==> config.mk <==
export PLATFORM = sky130hd
export DESIGN_NAME = bank_arbiter
export DESIGN_NICKNAME = d
export VERILOG_FILES = /design/src/rtl/bank_arb_pkg.sv /design/src/rtl/bank_arb_ctrl.sv /design/src/rtl/bank_arb_datapath.sv /design/src/rtl/bank_arbiter.sv
export SDC_FILE = /design/constraint.sdc
export NUM_CORES = 1
export LEC_CHECK = 0
export BUFFER_PORTS_ARGS = -buffer_cell sky130_fd_sc_hd__buf_2
export CAP_MARGIN = 20
export CORE_MARGIN = 2
export CORE_UTILIZATION = 25
export CTS_BUF_LIST = sky130_fd_sc_hd__clkbuf_8 sky130_fd_sc_hd__clkbuf_16
export DETAILED_ROUTE_END_ITERATION = 16
export GPL_TIMING_DRIVEN = 0
export PLACE_DENSITY_LB_ADDON = 0.3
export SLEW_MARGIN = 25
export SYNTH_ARGS = -nofsm -noshare
export SYNTH_HDL_FRONTEND = slang
export SYNTH_SLANG_ARGS = --single-unit
==> constraint.sdc <==
create_clock -name clk -period 3.8 [get_ports clk]
set_input_delay 0.76 -clock clk [delete_from_list [all_inputs] [get_ports clk]]
set_output_delay 0.76 -clock clk [all_outputs]
set_load 0.1 [all_outputs]
==> src/rtl/bank_arb_pkg.sv <==
package bank_arb_pkg;

  // Strobes passed from the control to the datapath
  typedef struct packed {
    logic engBank;    // bank held by the engine
    logic notShared;  // engine-exclusive window
    logic hostLoOk;   // lower bank on host side
    logic hostHiOk;   // upper bank on host side
  } ctlStrobes_t;

endpackage

==> src/rtl/bank_arb_ctrl.sv <==
module bank_arb_ctrl
  import bank_arb_pkg::*;
#(
  parameter int NS_CYCLES = 4
) (
  input  logic        clk,
  input  logic        rstN,
  input  logic        frameStart,
  input  logic        cfgFreeze,
  input  logic        cfgFrozenBank,
  input  logic        cfgForceLo,
  input  logic        cfgForceHi,
  input  logic        irqClr,
  output ctlStrobes_t strobes,
  output logic        irq
);

  localparam int CNT_W = $clog2(NS_CYCLES + 1);
  localparam logic [CNT_W-1:0] WIN_LOAD = CNT_W'(NS_CYCLES);
  localparam logic [CNT_W-1:0] WIN_ONE  = CNT_W'(1);

  logic             bankQ;
  logic             nextBank;
  logic             bankChange;
  logic [CNT_W-1:0] winCnt;
  logic             windowEnd;
  logic             irqQ;

  // Next engine bank: frozen value wins over the frame toggle
  always_comb begin
    nextBank = bankQ;
    if (cfgFreeze)
      nextBank = cfgFrozenBank;
    else if (frameStart)
      nextBank = ~bankQ;
  end

  assign bankChange = (nextBank != bankQ);
  assign windowEnd  = (winCnt == WIN_ONE) && !bankChange;

  always_ff @(posedge clk) begin
    if (!rstN) begin
      bankQ  <= 1'b0;
      winCnt <= '0;
    end else begin
      bankQ <= nextBank;
      if (bankChange)
        winCnt <= WIN_LOAD;
      else if (winCnt != '0)
        winCnt <= winCnt - WIN_ONE;
    end
  end

  // Sticky interrupt, a set beats a clear on the same edge
  always_ff @(posedge clk) begin
    if (!rstN)
      irqQ <= 1'b0;
    else if (windowEnd)
      irqQ <= 1'b1;
    else if (irqClr)
      irqQ <= 1'b0;
  end

  assign irq               = irqQ;
  assign strobes.engBank   = bankQ;
  assign strobes.notShared = (winCnt != '0);
  assign strobes.hostLoOk  = !cfgForceLo || bankQ;
  assign strobes.hostHiOk  = !cfgForceHi || !bankQ;

endmodule

==> src/rtl/bank_arb_datapath.sv <==
module bank_arb_datapath
  import bank_arb_pkg::*;
#(
  parameter int              ADDR_W   = 10,
  parameter int              DATA_W   = 32,
  parameter logic [DATA_W-1:0] BAD_WORD = DATA_W'(32'hDEAD_BEEF)
) (
  input  logic              clk,
  input  logic              rstN,
  input  ctlStrobes_t       strobes,
  input  logic              cfgAutoMap,
  input  logic [ADDR_W-1:0] hostAddr,
  input  logic              hostRd,
  input  logic              hostWr,
  input  logic [DATA_W-1:0] hostWdata,
  input  logic [DATA_W-1:0] memRdata,
  output logic [DATA_W-1:0] hostRdata,
  output logic [ADDR_W-1:0] memAddr,
  output logic              memEn,
  output logic              memWe,
  output logic [DATA_W-1:0] memWdata,
  output logic              selLo,
  output logic              selHi
);

  localparam int MSB = ADDR_W - 1;

  logic effBank;
  logic bankOk;
  logic accessOk;
  logic badReadQ;

  // Bank bit: host supplied, or the bank opposite the engine
  assign effBank  = cfgAutoMap ? ~strobes.engBank : hostAddr[MSB];
  assign memAddr  = {effBank, hostAddr[MSB-1:0]};
  assign bankOk   = effBank ? strobes.hostHiOk : strobes.hostLoOk;
  assign accessOk = bankOk && !strobes.notShared;

  assign memEn    = (hostRd || hostWr) && accessOk;
  assign memWe    = hostWr && accessOk;
  assign memWdata = hostWdata;
  assign selLo    = strobes.hostLoOk;
  assign selHi    = strobes.hostHiOk;

  always_ff @(posedge clk) begin
    if (!rstN)
      badReadQ <= 1'b0;
    else
      badReadQ <= hostRd && !accessOk;
  end

  assign hostRdata = badReadQ ? BAD_WORD : memRdata;

endmodule

==> src/rtl/bank_arbiter.sv <==
module bank_arbiter
  import bank_arb_pkg::*;
#(
  parameter int              ADDR_W    = 10,
  parameter int              DATA_W    = 32,
  parameter int              NS_CYCLES = 4,
  parameter logic [DATA_W-1:0] BAD_WORD  = DATA_W'(32'hDEAD_BEEF)
) (
  input  logic              clk,
  input  logic              rstN,
  input  logic              frameStart,
  input  logic              cfgFreeze,
  input  logic              cfgFrozenBank,
  input  logic              cfgForceLo,
  input  logic              cfgForceHi,
  input  logic              cfgAutoMap,
  input  logic              irqClr,
  input  logic [ADDR_W-1:0] hostAddr,
  input  logic              hostRd,
  input  logic              hostWr,
  input  logic [DATA_W-1:0] hostWdata,
  output logic [DATA_W-1:0] hostRdata,
  output logic [ADDR_W-1:0] memAddr,
  output logic              memEn,
  output logic              memWe,
  output logic [DATA_W-1:0] memWdata,
  input  logic [DATA_W-1:0] memRdata,
  output logic              selLo,
  output logic              selHi,
  output logic              engBank,
  output logic              notShared,
  output logic              irq
);

  ctlStrobes_t strobes;

  bank_arb_ctrl #(.NS_CYCLES(NS_CYCLES)) u_ctrl (
    .clk          (clk),
    .rstN         (rstN),
    .frameStart   (frameStart),
    .cfgFreeze    (cfgFreeze),
    .cfgFrozenBank(cfgFrozenBank),
    .cfgForceLo   (cfgForceLo),
    .cfgForceHi   (cfgForceHi),
    .irqClr       (irqClr),
    .strobes      (strobes),
    .irq          (irq)
  );

  bank_arb_datapath #(
    .ADDR_W  (ADDR_W),
    .DATA_W  (DATA_W),
    .BAD_WORD(BAD_WORD)
  ) u_dp (
    .clk       (clk),
    .rstN      (rstN),
    .strobes   (strobes),
    .cfgAutoMap(cfgAutoMap),
    .hostAddr  (hostAddr),
    .hostRd    (hostRd),
    .hostWr    (hostWr),
    .hostWdata (hostWdata),
    .memRdata  (memRdata),
    .hostRdata (hostRdata),
    .memAddr   (memAddr),
    .memEn     (memEn),
    .memWe     (memWe),
    .memWdata  (memWdata),
    .selLo     (selLo),
    .selHi     (selHi)
  );

  assign engBank   = strobes.engBank;
  assign notShared = strobes.notShared;

endmodule

# After elaboration in Yosys (flattened, before gate mapping)
# Cells that the tools add are included.
[totals] regBits=6 input_bits=85 out_inout_bits=81 elab_cells=37
[op_classes] n_addsub=1 eq_ne=2 n_mux=9 bitwise_logic=2 n_reduce_logical=18
[op_table] op="two-way mux 32 bit" n=1
[op_table] op="logical NOT 1 bit" n=6
[op_table] op="two-way mux 1 bit" n=6
[op_table] op="two-way mux 3 bit" n=2
[op_table] op="logical AND 1 bit" n=5
[op_table] op="nonzero test 2 bit" n=2
[op_table] op="equality test 3 x 1 -> 1 bit, second input constant" n=1
[op_table] op="logical OR 1 bit" n=3
[op_table] op="nonzero test 3 bit" n=1
[op_table] op="subtractor 3 x 1 -> 3 bit, second input constant" n=1
[op_table] op="NOT 1 bit" n=2
[op_table] op="OR reduction 2 bit" n=1
[op_table] op="inequality test 1 bit" n=1

# Longest topological paths before layout
[depth] ltp_word=7 ltp_mapped=6 ltp_nobuf=6

# Cells and area by module
# From an unflattened synthesis, not the netlist that was laid out.
[hier_totals] hier_cells=122 area_unflattened_um2=929.6
[by_module_without_submodules] module="bank_arb_datapath" n_inst=1 cells_per_inst=90 area_per_inst_um2=631.9 seq_area_each_um2=20.0
[by_module_without_submodules] module="bank_arb_ctrl" n_inst=1 cells_per_inst=32 area_per_inst_um2=297.8 seq_area_each_um2=100.1

# Worst setup path after synthesis
# No wires, ideal clock.
[synth_path] path_kind="register to output" startpoint="register u_ctrl.bankQ" endpoint="output memEn" arrival_ns=2.955 required_time_ns=3.040 setup_slack_ns=0.085 stages_incl_launch_ff=4 path_buffers=0 path_cell_list="dfxtp_1 > nand2b_4 > o311ai_4 > nor2_1"
[synth_via] word_cells_on_any_way=8 classes_between="mux: 2; bitwise: 1; reduce/logical: 5"
[synth_lines] item="start: declaration" line="bank_arb_ctrl.sv:22" source="logic bankQ;"
[synth_lines] item="start signal: assignment" line="bank_arb_ctrl.sv:46" source="bankQ <= nextBank;"
[synth_lines] item="logical OR 1 bit" line="bank_arb_ctrl.sv:67" source="assign strobes.hostLoOk = !cfgForceLo || bankQ;"
[synth_lines] item="net selLo" line="bank_arbiter.sv:28" source="output logic selLo,"
[synth_lines] item="two-way mux 1 bit" line="bank_arb_datapath.sv:36" source="assign bankOk = effBank ? strobes.hostHiOk : strobes.hostLoOk;"
[synth_lines] item="logical AND 1 bit" line="bank_arb_datapath.sv:37" source="assign accessOk = bankOk && !strobes.notShared;"
[synth_lines] item="logical AND 1 bit" line="bank_arb_datapath.sv:39" source="assign memEn = (hostRd || hostWr) && accessOk;"
[synth_lines] item="end: declaration" line="bank_arbiter.sv:24" source="output logic memEn,"
# The timed path passes the listed nets, and every way through them passes these cells.

# Worst setup path in the final report
[layout_path] startpoint="input cfgAutoMap" endpoint="output memEn"
[layout_via] elab_chain_len=4
[layout_rtl] item="start: declaration" line="bank_arbiter.sv:16" source="input logic cfgAutoMap,"
[layout_rtl] item="two-way mux 1 bit" line="bank_arb_datapath.sv:34" source="assign effBank = cfgAutoMap ? ~strobes.engBank : hostAddr[MSB];"
[layout_rtl] item="two-way mux 1 bit" line="bank_arb_datapath.sv:36"
[layout_rtl] item="logical AND 1 bit" line="bank_arb_datapath.sv:37"
[layout_rtl] item="logical AND 1 bit" line="bank_arb_datapath.sv:39"
# No other way between the ends.

==> summary by stage <==
Layout
For this run, the number of standard cells in the final layout without fillers is 294. Relative to the synthesized area, the layout overhead comes to 78.5%. The proportion of layout cells with a drive suffix above 1 is 79.3%. The number of nets in the finished design is 336.

The most common cell after layout, fill and taps aside is sky130_fd_sc_hd__buf_2. Measured on the finished design, the core utilization comes to 45.5%. The library cells used most frequently in the layout, excluding fill and tap cells, are sky130_fd_sc_hd__buf_2 (124), sky130_fd_sc_hd__buf_4 (42), sky130_fd_sc_hd__or2_2 (24), sky130_fd_sc_hd__nor2b_1 (9), sky130_fd_sc_hd__dfxtp_1 (6). 0 antenna diodes ended up in the layout. The number of fill cells in the layout is 398.

Floorplanning
The die covers 4180 sq um. The initial utilization of the core area, before any placement, comes to 25.5%. The die extent in x is roughly 65 um.

Measured along the y axis, the die boundary spans 64.7 um. The number of rows created at floorplan is 22. The core outline area is 3610 sq um. Pin placement for this block handled 166 I/O pins.

GRT
The wire length of the first global-routing pass is around 4300 um. The via count of the first global-routing pass is 958. Entering global routing, the biggest net connects 11 pins. The initial antenna violation count is 0. The final global-route overflow total is 0.

Global routing consumed, over all layers together, 12.9% of the routing resources.

Timing
Setup repair after global routing left no endpoint under its margin. Setup total negative slack on the finished layout was measured at 0 ns. The final critical-path required period is 2.47 ns. Setup violations remaining at the end of the flow were counted as 0. At the pin with the least slew margin, the transition time is a little over 0.5 ns. The number of slew-limit violations in the final report is 0. Static timing analysis puts the maximum clock frequency at roughly 0.41 GHz. After layout, the worst path uses 64.9% of the clock period. In this run the tightest slew margin relative to its limit is 66.6%. The largest clock skew in the final design is 0.00353 ns.

The count of endpoints failing hold in the final timing report is 0.

Logic synthesis
The simple-gate share of the synthesized area is 32.8%. In this run the cell area of the synthesized design comes to 920 sq um. A synthesized cell averages 7.73 sq um. The arithmetic-cell share of the synthesized area counting full adders, half adders and majority gates is approximately 4.1%. The post-synthesis mux area share is 3.27%. The synthesized net count is roughly 210. For this run, the number of Yosys warnings is 0.

The compound-cell area share of the yosys netlist is 6.39%. After synthesis, the largest family of logic cells by area is buffers and inverters. The synthesized design contains 6 register bits. The register area share after synthesis is 13.1%. The post-synthesis cell type with the largest combined area is sky130_fd_sc_hd__buf_4.

The number of instances in the synthesized netlist is 119. The number of different library cells used by synthesis comes to 24. After synthesis, the cell types taking the most area are sky130_fd_sc_hd__buf_4 (34%), sky130_fd_sc_hd__or2_2 (16%), sky130_fd_sc_hd__dfxtp_1 (13%).

After Yosys synthesis, XOR and XNOR cells account for 2.86% of the synthesized area. The area share of the largest cell type after synthesis is 34.3%.

CTS
In this run, post-CTS hold repair placed 0 buffers. The number of buffers inserted during clock tree synthesis is 3. Once the clock tree was built, the setup fixing pass inserted 0 buffers. Counting every sink on the clock net gives 6.

The TritonCTS clock tree is done. The root buffer cell chosen for the clock tree is sky130_fd_sc_hd__clkbuf_8. In this run the number of H-tree levels came out at 1.

In this run the deepest clock path goes through 2 buffers. Clock-pin slew was measured on the worst setup and hold paths at 0.03 ns. The quantity of gates resized following cts is 0. The clock insertion delay at the later pin of the skew report is 0.23 ns.

Worst setup path
STA classifies the critical path endpoint as an output port. Together, buffers and inverters on the worst path number 2. The cell class contributing the biggest share of worst-path delay is buffers and inverters.

Traced cell by cell, the critical path runs through buf_2 > nand4b_1 > o311ai_4 > nor2_1 > buf_2. The cell that appears most often on the critical path is sky130_fd_sc_hd__buf_2. The type of origin of the critical path is an input pin. The start-to-end type of the worst setup path is in -> out. In this run the number of cells on the critical path is 5. The worst endpoint data arrival time is 1.71 ns. In this run the worst path has a maximum fanout of 3. The largest individual stage delay along the critical path comes from the cell sky130_fd_sc_hd__buf_2. The required time of the critical path is 3.04 ns. The largest stage delay on the critical path is ~0.43 ns. The number of cell instances on the worst register-to-register path is 5.

Route
The detailed-route wire length per cell is 10.2 um. Across all layers, the routed design uses 1097 vias. Dividing the detail-routed via count by the number of cells gives 3.73.

Once detail routing completed, the nets flagged for antenna violations numbered 0. The final wirelength is 3010 um. After the first detailed-routing iteration, the DRC count stood at 10. Before antenna repair, the detailed router went through 2 iterations. The final routed DRC violation total is 0.

Hold path
The kind of path behind the tightest hold check is reg -> reg. Along the worst hold path, the cell count comes to 1.

Place
The estimated wirelength of the detail-placed design is around 2700 um. Routability-driven placement finished with a final weighted congestion of 0.696. The count of input and output buffers is 124. The number of cells after detailed placement is 291.

Pwr
The maximum VDD drop is 254 uV. The design draws 0.865 mW. The leakage dissipation is 0.997 nW. The cell area power density is 527 nW/um^2.

Outcome
The run finished with clean final reports.

Run
Max-cap violations in this run came to 0.
power by group:
group | internal (mW) | switching, mW | total (mW) | leakage (nW)
logic | 0.131 | 0.560 | 0.691 | 0.926
registers | 0.0706 | 0.00692 | 0.0775 | 0.0494
clock network | 0.0681 | 0.0285 | 0.0966 | 0.0216
total | 0.270 | 0.595 | 0.865 | 0.997
Yosys cell counts:
| library cell | number |
|---|---|
| sky130_fd_sc_hd__ha_1 | 3 |
| sky130_fd_sc_hd__nand4b_1 | 1 |
| sky130_fd_sc_hd__and2_1 | 1 |
| sky130_fd_sc_hd__and3_1 | 2 |
| sky130_fd_sc_hd__nand2b_4 | 1 |
| sky130_fd_sc_hd__xnor2_1 | 2 |
| sky130_fd_sc_hd__clkbuf_1 | 3 |
| sky130_fd_sc_hd__o2111a_1 | 1 |
| sky130_fd_sc_hd__nand3b_1 | 1 |
| sky130_fd_sc_hd__nor4b_1 | 1 |
| sky130_fd_sc_hd__nand2_1 | 3 |
| sky130_fd_sc_hd__or2_2 | 24 |
| sky130_fd_sc_hd__a21boi_1 | 1 |
| sky130_fd_sc_hd__buf_4 | 42 |
| sky130_fd_sc_hd__o31a_1 | 1 |
| sky130_fd_sc_hd__o21ai_0 | 1 |
| sky130_fd_sc_hd__mux2i_1 | 3 |
| sky130_fd_sc_hd__inv_1 | 5 |
| sky130_fd_sc_hd__and2b_1 | 1 |
| sky130_fd_sc_hd__nor2_1 | 5 |
| sky130_fd_sc_hd__xor2_1 | 1 |
| sky130_fd_sc_hd__nor2b_1 | 9 |
| sky130_fd_sc_hd__dfxtp_1 | 6 |
| sky130_fd_sc_hd__o311ai_4 | 1 |
sequential cells by signal, indices dropped and copies added (netlist names):
| name | cells |
|---|---|
| u_dp.badReadQ | 1 |
| u_ctrl.bankQ | 1 |
| u_ctrl.irq | 1 |
| u_ctrl.winCnt | 3 |
path summary, 6_finish.rpt:
path                                 startpoint  slack (ns)                       endpoint
hold reg to reg   u_ctrl.winCnt[1]$_SDFFE_PP0P_        0.54  u_ctrl.winCnt[1]$_SDFFE_PP0P_
hold / removal    u_ctrl.winCnt[1]$_SDFFE_PP0P_        0.54  u_ctrl.winCnt[1]$_SDFFE_PP0P_
setup / recovery                     cfgAutoMap        1.33                          memEn
setup reg to reg  u_ctrl.winCnt[0]$_SDFFE_PP0P_        2.53  u_ctrl.winCnt[0]$_SDFFE_PP0P_
cell type report:
type	count	area, sq um	area share, %
timing repair buffer	124	621	37.8
multi-input combinational	63	454	27.7
buffer	45	327	19.9
sequential	6	120	7.32
tap	48	60.1	3.66
clock buffer	3	41.3	2.52
inverter	5	18.8	1.14
metrics by stage:
step                instance area, sq um  worst slack, ns  hold WS, ns
finish                              1640             1.33        0.539
CTS                                 1640             1.33        0.551
global route                        1640             1.26        0.556
floorplan                            920           0.0854        0.512
detailed placement                  1600             1.33        0.543
global placement                    1600             1.32        0.524
per-layer routing:
layer | global-route usage (%) | wire length [um] | up-vias
li1 | - | - | 584
met2 | 23.2 | 1520 | 68
met4 | 4.79 | 34 | 0
met5 | 0 | 0 | -
met1 | 14.2 | 1070 | 441
met3 | 4.17 | 380 | 4
kinds of logic after synthesis:
| logic type | Yosys count |
|---|---|
| muxes | 3 |
| and+or+nand+nor | 49 |
| xor gates and xnor gates | 3 |
| AOI/OAI and AO/OA | 5 |
| adders and majority gates | 3 |
| buffers and inverters | 50 |
| DFF | 6 |
No activity file was read; power rests on OpenSTA's default activity.
